--- src/rtl/pce_pkg.sv ---
package pce_pkg;

  typedef enum logic [1:0] {
    RATE_1_2 = 2'd0,
    RATE_2_3 = 2'd1,
    RATE_3_4 = 2'd2,
    RATE_7_8 = 2'd3
  } rate_e;

  localparam int PH_W = 3;

  // number of data bits in one puncture period
  function automatic logic [PH_W-1:0] pce_period(input logic [1:0] r);
    case (r)
      2'd0:    return 3'd1;
      2'd1:    return 3'd2;
      2'd2:    return 3'd3;
      default: return 3'd7;
    endcase
  endfunction

  // {keep_x, keep_y} for a given rate and position; bit n of a mask is position n
  function automatic logic [1:0] pce_keep(input logic [1:0] r, input logic [PH_W-1:0] ph);
    logic [6:0] mx, my;
    case (r)
      2'd0:    begin mx = 7'b0000001; my = 7'b0000001; end
      2'd1:    begin mx = 7'b0000001; my = 7'b0000011; end
      2'd2:    begin mx = 7'b0000101; my = 7'b0000011; end
      default: begin mx = 7'b1010001; my = 7'b0101111; end
    endcase
    return {mx[ph], my[ph]};
  endfunction

  // XOR of the taps selected by a generator
  function automatic logic pce_parity(input logic [31:0] win, input logic [31:0] gen);
    return ^(win & gen);
  endfunction

endpackage

--- src/rtl/pce_shift_enc.sv ---
module pce_shift_enc #(
  parameter int K = 7,
  parameter logic [K-1:0] G_X = 7'o171,
  parameter logic [K-1:0] G_Y = 7'o133
) (
  input  logic clk,
  input  logic rst_n,
  input  logic shift_en,
  input  logic din,
  output logic x_bit,
  output logic y_bit
);
  import pce_pkg::*;

  localparam int M = K - 1;

  logic [M-1:0] sr;   // sr[M-1] newest past bit, sr[0] oldest
  logic [K-1:0] win;

  assign win   = {din, sr};
  assign x_bit = pce_parity(32'(win), 32'(G_X));
  assign y_bit = pce_parity(32'(win), 32'(G_Y));

  always_ff @(posedge clk) begin
    if (!rst_n)        sr <= '0;
    else if (shift_en) sr <= win[K-1:1];
  end

  AST_STATE_HOLD: assert property (@(posedge clk) disable iff (!rst_n)
    !shift_en |=> $stable(sr));
  AST_NEWEST_IN: assert property (@(posedge clk) disable iff (!rst_n)
    shift_en |=> (sr[M-1] == $past(din)));

endmodule

--- src/rtl/pce_punct_seq.sv ---
module pce_punct_seq (
  input  logic       clk,
  input  logic       rst_n,
  input  logic [1:0] rate_sel,
  input  logic       adv,
  output logic [1:0] keep,
  output logic       rate_chg
);
  import pce_pkg::*;

  logic [1:0]      rate_q;
  logic [PH_W-1:0] phase, eff_ph, nxt_ph, last_ph;

  assign rate_chg = (rate_sel != rate_q);
  assign eff_ph   = rate_chg ? '0 : phase;
  assign last_ph  = pce_period(rate_sel) - 3'd1;
  assign keep     = pce_keep(rate_sel, eff_ph);

  always_comb begin
    nxt_ph = eff_ph;
    if (adv) nxt_ph = (eff_ph == last_ph) ? '0 : eff_ph + 3'd1;
  end

  always_ff @(posedge clk) begin
    if (!rst_n) begin
      rate_q <= RATE_1_2;
      phase  <= '0;
    end else begin
      rate_q <= rate_sel;
      phase  <= nxt_ph;
    end
  end

  AST_PHASE_BOUND: assert property (@(posedge clk) disable iff (!rst_n)
    phase < pce_period(rate_q));
  AST_PHASE_RESTART: assert property (@(posedge clk) disable iff (!rst_n)
    (rate_chg && !adv) |=> (phase == '0));
  AST_KEEP_SOME: assert property (@(posedge clk) disable iff (!rst_n)
    adv |-> (keep != 2'b00));

endmodule

--- src/rtl/pce_serializer.sv ---
module pce_serializer (
  input  logic       clk,
  input  logic       rst_n,
  input  logic       load,
  input  logic       x_bit,
  input  logic       y_bit,
  input  logic [1:0] keep,
  output logic       sbit,
  output logic       svld,
  output logic       pend
);
  logic pend_bit;

  always_ff @(posedge clk) begin
    if (!rst_n) begin
      sbit     <= 1'b0;
      svld     <= 1'b0;
      pend     <= 1'b0;
      pend_bit <= 1'b0;
    end else if (load) begin
      svld     <= |keep;
      sbit     <= keep[1] ? x_bit : y_bit;
      pend     <= &keep;
      pend_bit <= y_bit;
    end else if (pend) begin
      svld <= 1'b1;
      sbit <= pend_bit;
      pend <= 1'b0;
    end else begin
      svld <= 1'b0;
    end
  end

  AST_NO_LOAD_PEND: assert property (@(posedge clk) disable iff (!rst_n)
    pend |-> !load);
  AST_PEND_SENDS: assert property (@(posedge clk) disable iff (!rst_n)
    pend |=> svld);

endmodule

--- src/rtl/punc_conv_enc.sv ---
module punc_conv_enc #(
  parameter int K = 7,
  parameter logic [K-1:0] G_X = 7'o171,
  parameter logic [K-1:0] G_Y = 7'o133
) (
  input  logic       clk,
  input  logic       rst_n,
  input  logic [1:0] rate_sel,
  input  logic       data_bit,
  input  logic       data_vld,
  output logic       data_rdy,
  output logic       code_bit,
  output logic       code_vld
);
  logic       acc;
  logic       x_bit, y_bit;
  logic [1:0] keep;
  logic       rate_chg;
  logic       pend;

  assign data_rdy = !pend;
  assign acc      = data_vld && data_rdy;

  pce_shift_enc #(.K(K), .G_X(G_X), .G_Y(G_Y)) u_enc (
    .clk(clk), .rst_n(rst_n), .shift_en(acc), .din(data_bit),
    .x_bit(x_bit), .y_bit(y_bit)
  );

  pce_punct_seq u_seq (
    .clk(clk), .rst_n(rst_n), .rate_sel(rate_sel), .adv(acc),
    .keep(keep), .rate_chg(rate_chg)
  );

  pce_serializer u_ser (
    .clk(clk), .rst_n(rst_n), .load(acc), .x_bit(x_bit), .y_bit(y_bit),
    .keep(keep), .sbit(code_bit), .svld(code_vld), .pend(pend)
  );

  AST_PEND_SHORT: assert property (@(posedge clk) disable iff (!rst_n)
    !data_rdy |=> data_rdy);
  AST_OUT_CAUSE: assert property (@(posedge clk) disable iff (!rst_n)
    code_vld |-> ($past(acc) || !$past(data_rdy)));
  AST_HALF_TWO_BITS: assert property (@(posedge clk) disable iff (!rst_n)
    (acc && rate_sel == 2'd0) |=> (code_vld && !data_rdy));
  AST_IDLE_QUIET: assert property (@(posedge clk) disable iff (!rst_n)
    (!data_vld && data_rdy) |=> !code_vld);
  AST_RESTART_USED: assert property (@(posedge clk) disable iff (!rst_n)
    (acc && rate_chg) |=> code_vld);

endmodule

--- config.mk ---
export PLATFORM = sky130hd
export DESIGN_NAME = punc_conv_enc
export DESIGN_NICKNAME = d
export VERILOG_FILES = /design/src/rtl/pce_pkg.sv /design/src/rtl/pce_shift_enc.sv /design/src/rtl/pce_punct_seq.sv /design/src/rtl/pce_serializer.sv /design/src/rtl/punc_conv_enc.sv
export SDC_FILE = /design/constraint.sdc
export NUM_CORES = 1
export LEC_CHECK = 0
export ABC_CLOCK_PERIOD_IN_PS = 1650
export BUFFER_PORTS_ARGS = -buffer_cell sky130_fd_sc_hd__buf_2
export CAP_MARGIN = 20
export CORE_AREA = 2 2 52 54
export DETAILED_ROUTE_END_ITERATION = 16
export DIE_AREA = 0 0 54 56
export MAX_ROUTING_LAYER = met4
export PLACE_DENSITY_LB_ADDON = 0.3
export REMOVE_ABC_BUFFERS = 1
export SYNTH_ARGS = -nofsm -noshare
export SYNTH_HDL_FRONTEND = slang
export SYNTH_SLANG_ARGS = --single-unit
--- constraint.sdc ---
create_clock -name clk -period 1.65 [get_ports clk]
set_input_delay 0.33 -clock clk [delete_from_list [all_inputs] [get_ports clk]]
set_output_delay 0.33 -clock clk [all_outputs]
set_load 0.01 [all_outputs]
# [Word-level counts from Yosys, hierarchy flattened]
# Index checks and enable logic that the tools add are counted.
# Widths: inputs -> output; s select.
[classes] eq_ne=4 n_reduce_logical=11 n_mul=0 shifts=0 bitwise=0 addsub=2 div_mod_pow=0 magnitude_cmp=1 n_mux=15
[ops] cell="$reduce_xor 32->1" n=2
[ops] cell="$pmux 7 s2" n=1
[ops] cell="$pmux 6 s2" n=1
[ops] cell="$mux 3" n=3
[ops] cell="$pmux 3 s3" n=1
[ops] cell="$mux 1" n=7
[ops] cell="$bmux 1 s3" n=2
[ops] cell="$reduce_or 2->1" n=3
[ops] cell="$lt 3x4->1 const B" n=1
[ops] cell="$reduce_and 2->1" n=2
[ops] cell="$add 3x1->3 const B" n=1
[ops] cell="$eq 3x3->1" n=1
[ops] cell="$sub 3x1->3 const B" n=1
[ops] cell="$eq 2x1->1 const B" n=1
[ops] cell="$eq 2x2->1 const B" n=1
[ops] cell="$logic_not 2->1" n=1
[ops] cell="$ne 2x2->1" n=1
[ops] cell="$reduce_bool 2->1" n=1
[ops] cell="$logic_and 1x1->1" n=1
[ops] cell="$logic_not 1->1" n=1
[totals] out_inout_bits=3 word_cells=40 inputBits=6 mem_bits_rw=0 reg_bits=15 latchBits=0 mem_count=0 rom_bits=0

# [Logic depth before layout (Yosys ltp)]
[logic_depth] word_depth=7 mapped_depth=8 ltp_nobuf=7

# [By module]
# A second synthesis with hierarchy kept.
[unflattened] hier_cells=86 hier_area_um2=848.3
[modules_own_cells] module="pce_punct_seq" area_per_inst_um2=386.6 n_inst=1 cells_per_inst=46 seq_area_each_um2=100.1
[modules_own_cells] module="pce_shift_enc" area_per_inst_um2=295.3 n_inst=1 cells_per_inst=23 seq_area_each_um2=120.1
[modules_own_cells] module="pce_serializer" area_per_inst_um2=156.4 n_inst=1 cells_per_inst=15 seq_area_each_um2=80.1
[modules_own_cells] module="punc_conv_enc" area_per_inst_um2=10.0 n_inst=1 cells_per_inst=2 seq_area_each_um2=0.0

# [Worst setup path before layout]
# No wires, ideal clock.
[synth_path] path_kind="input to register" from="input port rate_sel[0]" to="register u_seq.phase[2]" path_slack_ns=0.020 n_path_buf=1 setup_time_ns=0.118 arrival_time_ns=1.512 required_ns=1.532 path_stages=8 path_cell_list="buf_6 -> xor2_2 -> nor2_1 -> and2_1 -> ha_1 -> nor3_1 -> o2111ai_1 -> nand2_1"
[synth_between] elab_chain_cells=6 elab_cells_between_ends=11 classes_between="add/sub (2); eq/ne (4); mux (4); reduce/logical (1)"
[synth_lines] item="from (decl)" line_no="punc_conv_enc.sv:8" text="input logic [1:0] rate_sel,"
[synth_lines] item="$eq 2x2->1, or another cell as far along" line_no="pce_pkg.sv:14" text="case (r)"
[synth_lines] item="$pmux 3 s3" line_no="pce_pkg.sv:14"
[synth_lines] item="$sub 3x1->3" line_no="pce_punct_seq.sv:16" text="assign last_ph = pce_period(rate_sel) - 3'd1;"
[synth_lines] item="$eq 3x3->1" line_no="pce_punct_seq.sv:21" text="if (adv) nxt_ph = (eff_ph == last_ph) ? '0 : eff_ph + 3'd1;"
[synth_lines] item="$mux 3" line_no="pce_punct_seq.sv:21"
[synth_lines] item="$mux 3 *" line_no="pce_punct_seq.sv:21"
[synth_lines] item="to (signal assigned)" line_no="pce_punct_seq.sv:30" text="phase <= nxt_ph;"
[synth_lines] item="to (decl)" line_no="pce_punct_seq.sv:12" text="logic [PH_W-1:0] phase, eff_ph, nxt_ph, last_ph;"
# Mark *: on every way between the ends. The rest lies on a longest branch, timed or not.
# A chain may end at the register's enable or synchronous reset.

# [Final worst setup path]
[layout_path] from="register u_seq.rate_q[0]" to="register u_ser.svld"
[layout_between] elab_chain_cells=6 elab_cells_between_ends=8 classes_between="eq/ne (1); mux (6); reduce/logical (1)"
[layout_lines] item="from (decl)" line_no="pce_punct_seq.sv:11" text="logic [1:0] rate_q;"
[layout_lines] item="from (signal assigned)" line_no="pce_punct_seq.sv:29" text="rate_q <= rate_sel;"
[layout_lines] item="$ne 2x2->1 *" line_no="pce_punct_seq.sv:14" text="assign rate_chg = (rate_sel != rate_q);"
[layout_lines] item="$mux 3 *" line_no="pce_punct_seq.sv:15" text="assign eff_ph = rate_chg ? '0 : phase;"
[layout_lines] item="$bmux 1 s3" line_no="pce_pkg.sv:31" text="return {mx[ph], my[ph]};"
[layout_lines] item="$mux 1 (not written as such)" line_no="pce_pkg.sv:31"
[layout_lines] item="$reduce_or 2->1 *" line_no="pce_serializer.sv:21" text="svld <= |keep;"
[layout_lines] item="$mux 1 *" line_no="pce_serializer.sv:20" text="end else if (load) begin"
[layout_lines] item="to (signal assigned)" line_no="pce_serializer.sv:21"
[layout_lines] item="to (decl)" line_no="pce_serializer.sv:9" text="output logic svld,"
# Mark *: on every way between the ends. The rest lies on a longest branch, timed or not. The select of a mux whose other input is x is not followed.

==> out/results.ini <==
[timing]
fin_skew_ns = 0.009402
hold_viol = 0
finalCritPeriodShare = 0.9721
slew_headroom = 0.6632
max_freq_mhz = 623.4
setup_slack_ns = 0.04596
whs_ns = 0.2863
worst_slew_pin_slew_ns = 0.5042
slew_violations = 0
rsz0062_at_grt = yes
finalSetupViolCount = 0
fin_crit_ns = 1.604

[synthesis]
synth_edf_count = 0
yosysSeqAreaShare = 0.3687
synth_area_leader_cell = dfxtp_1
yosysUniqueCellTypes = 32
yosysMostFrequentCell = nand2_1
synthesis.area_um2 = 814.5
syn_area_per_cell_um2 = 7.986
synth_warnings = 0
synth_top_area_frac = 0.3687
async_flop_share = 0
ys.flop_type = dfxtp_1
ys_ff_latch = 15
synthCells = 102
ys_top_cells_by_count = nand2_1, dfxtp_1, a21oi_1, nor2_1, o21ai_0
synth_area_leaders = dfxtp_1, nand2_1, a21oi_1

[detailed_routing]
drt_iter0_drc = 13
wl_per_cell_um = 11.88
vias = 762
vias_per_cell = 5.149
wirelength_mm = 1.758
antenna_left = 0
firstDrtPassIters = 4
drc = 0

[placed_design]
place_ws_ns = -0.03697
dp_hpwl_mm = 1.223
numPortBuffers = 8
gp_congestion = 0.7874

[clocking]
clock_latency_ns = 0.29
tritoncts.num_buffers = 3
clock_sinks = 15
h-tree-depth = 1
path_clk_slew_ns = 0.10
root_buffer = clkbuf_4
clockBufferDepth = 2
cts_tree = yes

[flow_run]
maxCapViolCount = 0

[worst_setup_path]
r2r_end = u_ser.svld$_SDFF_PN0_
cp_slowest_cell = dfxtp_2
path_class = reg -> reg
startpoint_type = register
slowest_delay_ns = 0.35
rrSetupSlack_ns = 0.05
r2r-start = u_seq.rate_q[0]$_SDFF_PN0_
cp-end-kind = register
path_max_fanout = 3
required_ns = 1.83
crit_chain = xor2_2, nor4_1, buf_4, nor3_1, a211o_1, a21oi_1, nor2_1
worst_ep_arrival_time_ns = 1.78
worst_r2r_path_depth = 7

[pwr]
p_per_area_nw_per_um2 = 735.3
vdd_drop_max_mv = 0.5661
p_leak_nw = 0.3938
p_total_uw = 728.6

[global_route]
antenna_found_initial = 0
grt_max_degree = 13
track_usage = 0.1253
grt_pass1_wl_mm = 2.808
grt_pass1_vias = 692
overflow = 0

[floorplan]
die_area_um2 = 3024
rows = 18
initial_core_util = 0.3349
ios = 9
core-area_um2 = 2432
die_h_um = 56
die_x_um = 54

[finish]
antenna_cells = 0
area_growth_pct = 21.66
fill_cells = 257
nNetsFinal = 126
layout-drive-gt1-share = 0.2627

[worst_hold_path]
worstHoldPathType = in -> reg
holdPathEnd = u_enc.sr[5]$_SDFFE_PN0P_
min_path_cells = 3
hold_start = data_bit

[outcome]
status = finished clean

## area by class of cell
class / instances / area (um^2) / share of cell area
multi-input cells: 78 / 490.5 / 0.4949
flip-flops and latches: 15 / 306.5 / 0.3093
clock inverters: 1 / 7.507 / 0.007576
well taps: 30 / 37.54 / 0.03788
inverters: 3 / 11.26 / 0.01136
repair buffers: 18 / 115.1 / 0.1162
clock buffers: 3 / 22.52 / 0.02273
## worst max path at each step
stage                                     startpoint                 endpoint  slack, ns
final                     u_seq.rate_q[0]$_SDFF_PN0_    u_ser.svld$_SDFF_PN0_       0.05
after global routing      u_seq.rate_q[0]$_SDFF_PN0_  u_ser.sbit$_SDFFE_PN0P_      -0.05
after CTS                  u_seq.phase[1]$_SDFF_PN0_  u_ser.sbit$_SDFFE_PN0P_      0.009
after detailed placement                 rate_sel[0]  u_ser.sbit$_SDFFE_PN0P_      -0.04
after global placement                   rate_sel[0]  u_ser.sbit$_SDFFE_PN0P_      -0.02
after floorplan            u_seq.phase[2]$_SDFF_PN0_    u_ser.svld$_SDFF_PN0_       0.09
## critical path: cells and delay by family (launching register included)
kind,cells,cell delay (ns)
AO/OA/AOI/OAI,2,0.41
AND/OR/NAND/NOR,3,0.38
XOR/XNOR,1,0.17
buffers and inverters,1,0.19
flip-flops,1,0.35
## registers in the layout, summed over array words and instances, names as in the netlist
name,count
u_ser.pend,1
u_seq.rate_q,2
u_enc.sr,6
u_seq.phase,3
u_ser.pend_bit,1
u_ser.sbit,1
u_ser.svld,1
## layer usage
metal	global-route usage	vias to the layer above	routed length, um
met4	0.02500	0	0
met3	0.05108	0	75
met2	0.2108	16	889
met5	-	-	0
met1	0.1361	359	793
li1	-	387	-
## placed cells by master (no fill, tap or decap), drive strengths merged, types with 3 or more instances in the layout
master	synthesis	final
nand2	21	21
buf	2	18
dfxtp	15	15
a21oi	10	10
nor2	6	6
o21ai	5	5
xor2	5	5
nor3	5	5
inv	3	3
and2	3	3
a211oi	3	3
clkbuf	4	3
## cell families after synthesis
family	count (synthesis)	share of synthesized area
AO/OA/AOI/OAI	24	0.1828
XOR/XNOR	7	0.08449
adder cells (fa/ha/maj)	1	0.01536
buffers and inverters	9	0.05530
flip-flops	15	0.3687
multiplexers	1	0.01229
AND/OR/NAND/NOR	45	0.2811
## stage by stage
stage / instances / util / instance area, um^2 / setup TNS (ns)
final: 148 / 0.4074 / 991.0 / 0
after global placement: 143 / 0.3807 / 925.9 / -0.02248
after floorplan: 96 / - / 780.7 / 0
after CTS: 147 / 0.3930 / 955.9 / 0
after global routing: 148 / 0.4074 / 991.0 / -0.06757
after detailed placement: 143 / 0.3807 / 925.9 / -0.05185
## power breakdown
| group | leakage, nW | total (mW) | internal, mW | switching [mW] |
|---|---|---|---|---|
| sequential | 0.124 | 0.386 | 0.375 | 0.0103 |
| combinational | 0.256 | 0.119 | 0.0499 | 0.0696 |
| clock | 0.0139 | 0.224 | 0.0922 | 0.131 |
## what timing repair did
item,in CTS,in global routing
setup buffers,0,1
resized for setup,0,8
hold buffers,0,0
setup endpoints to repair,0,5
(Power assumes the default switching activity.)
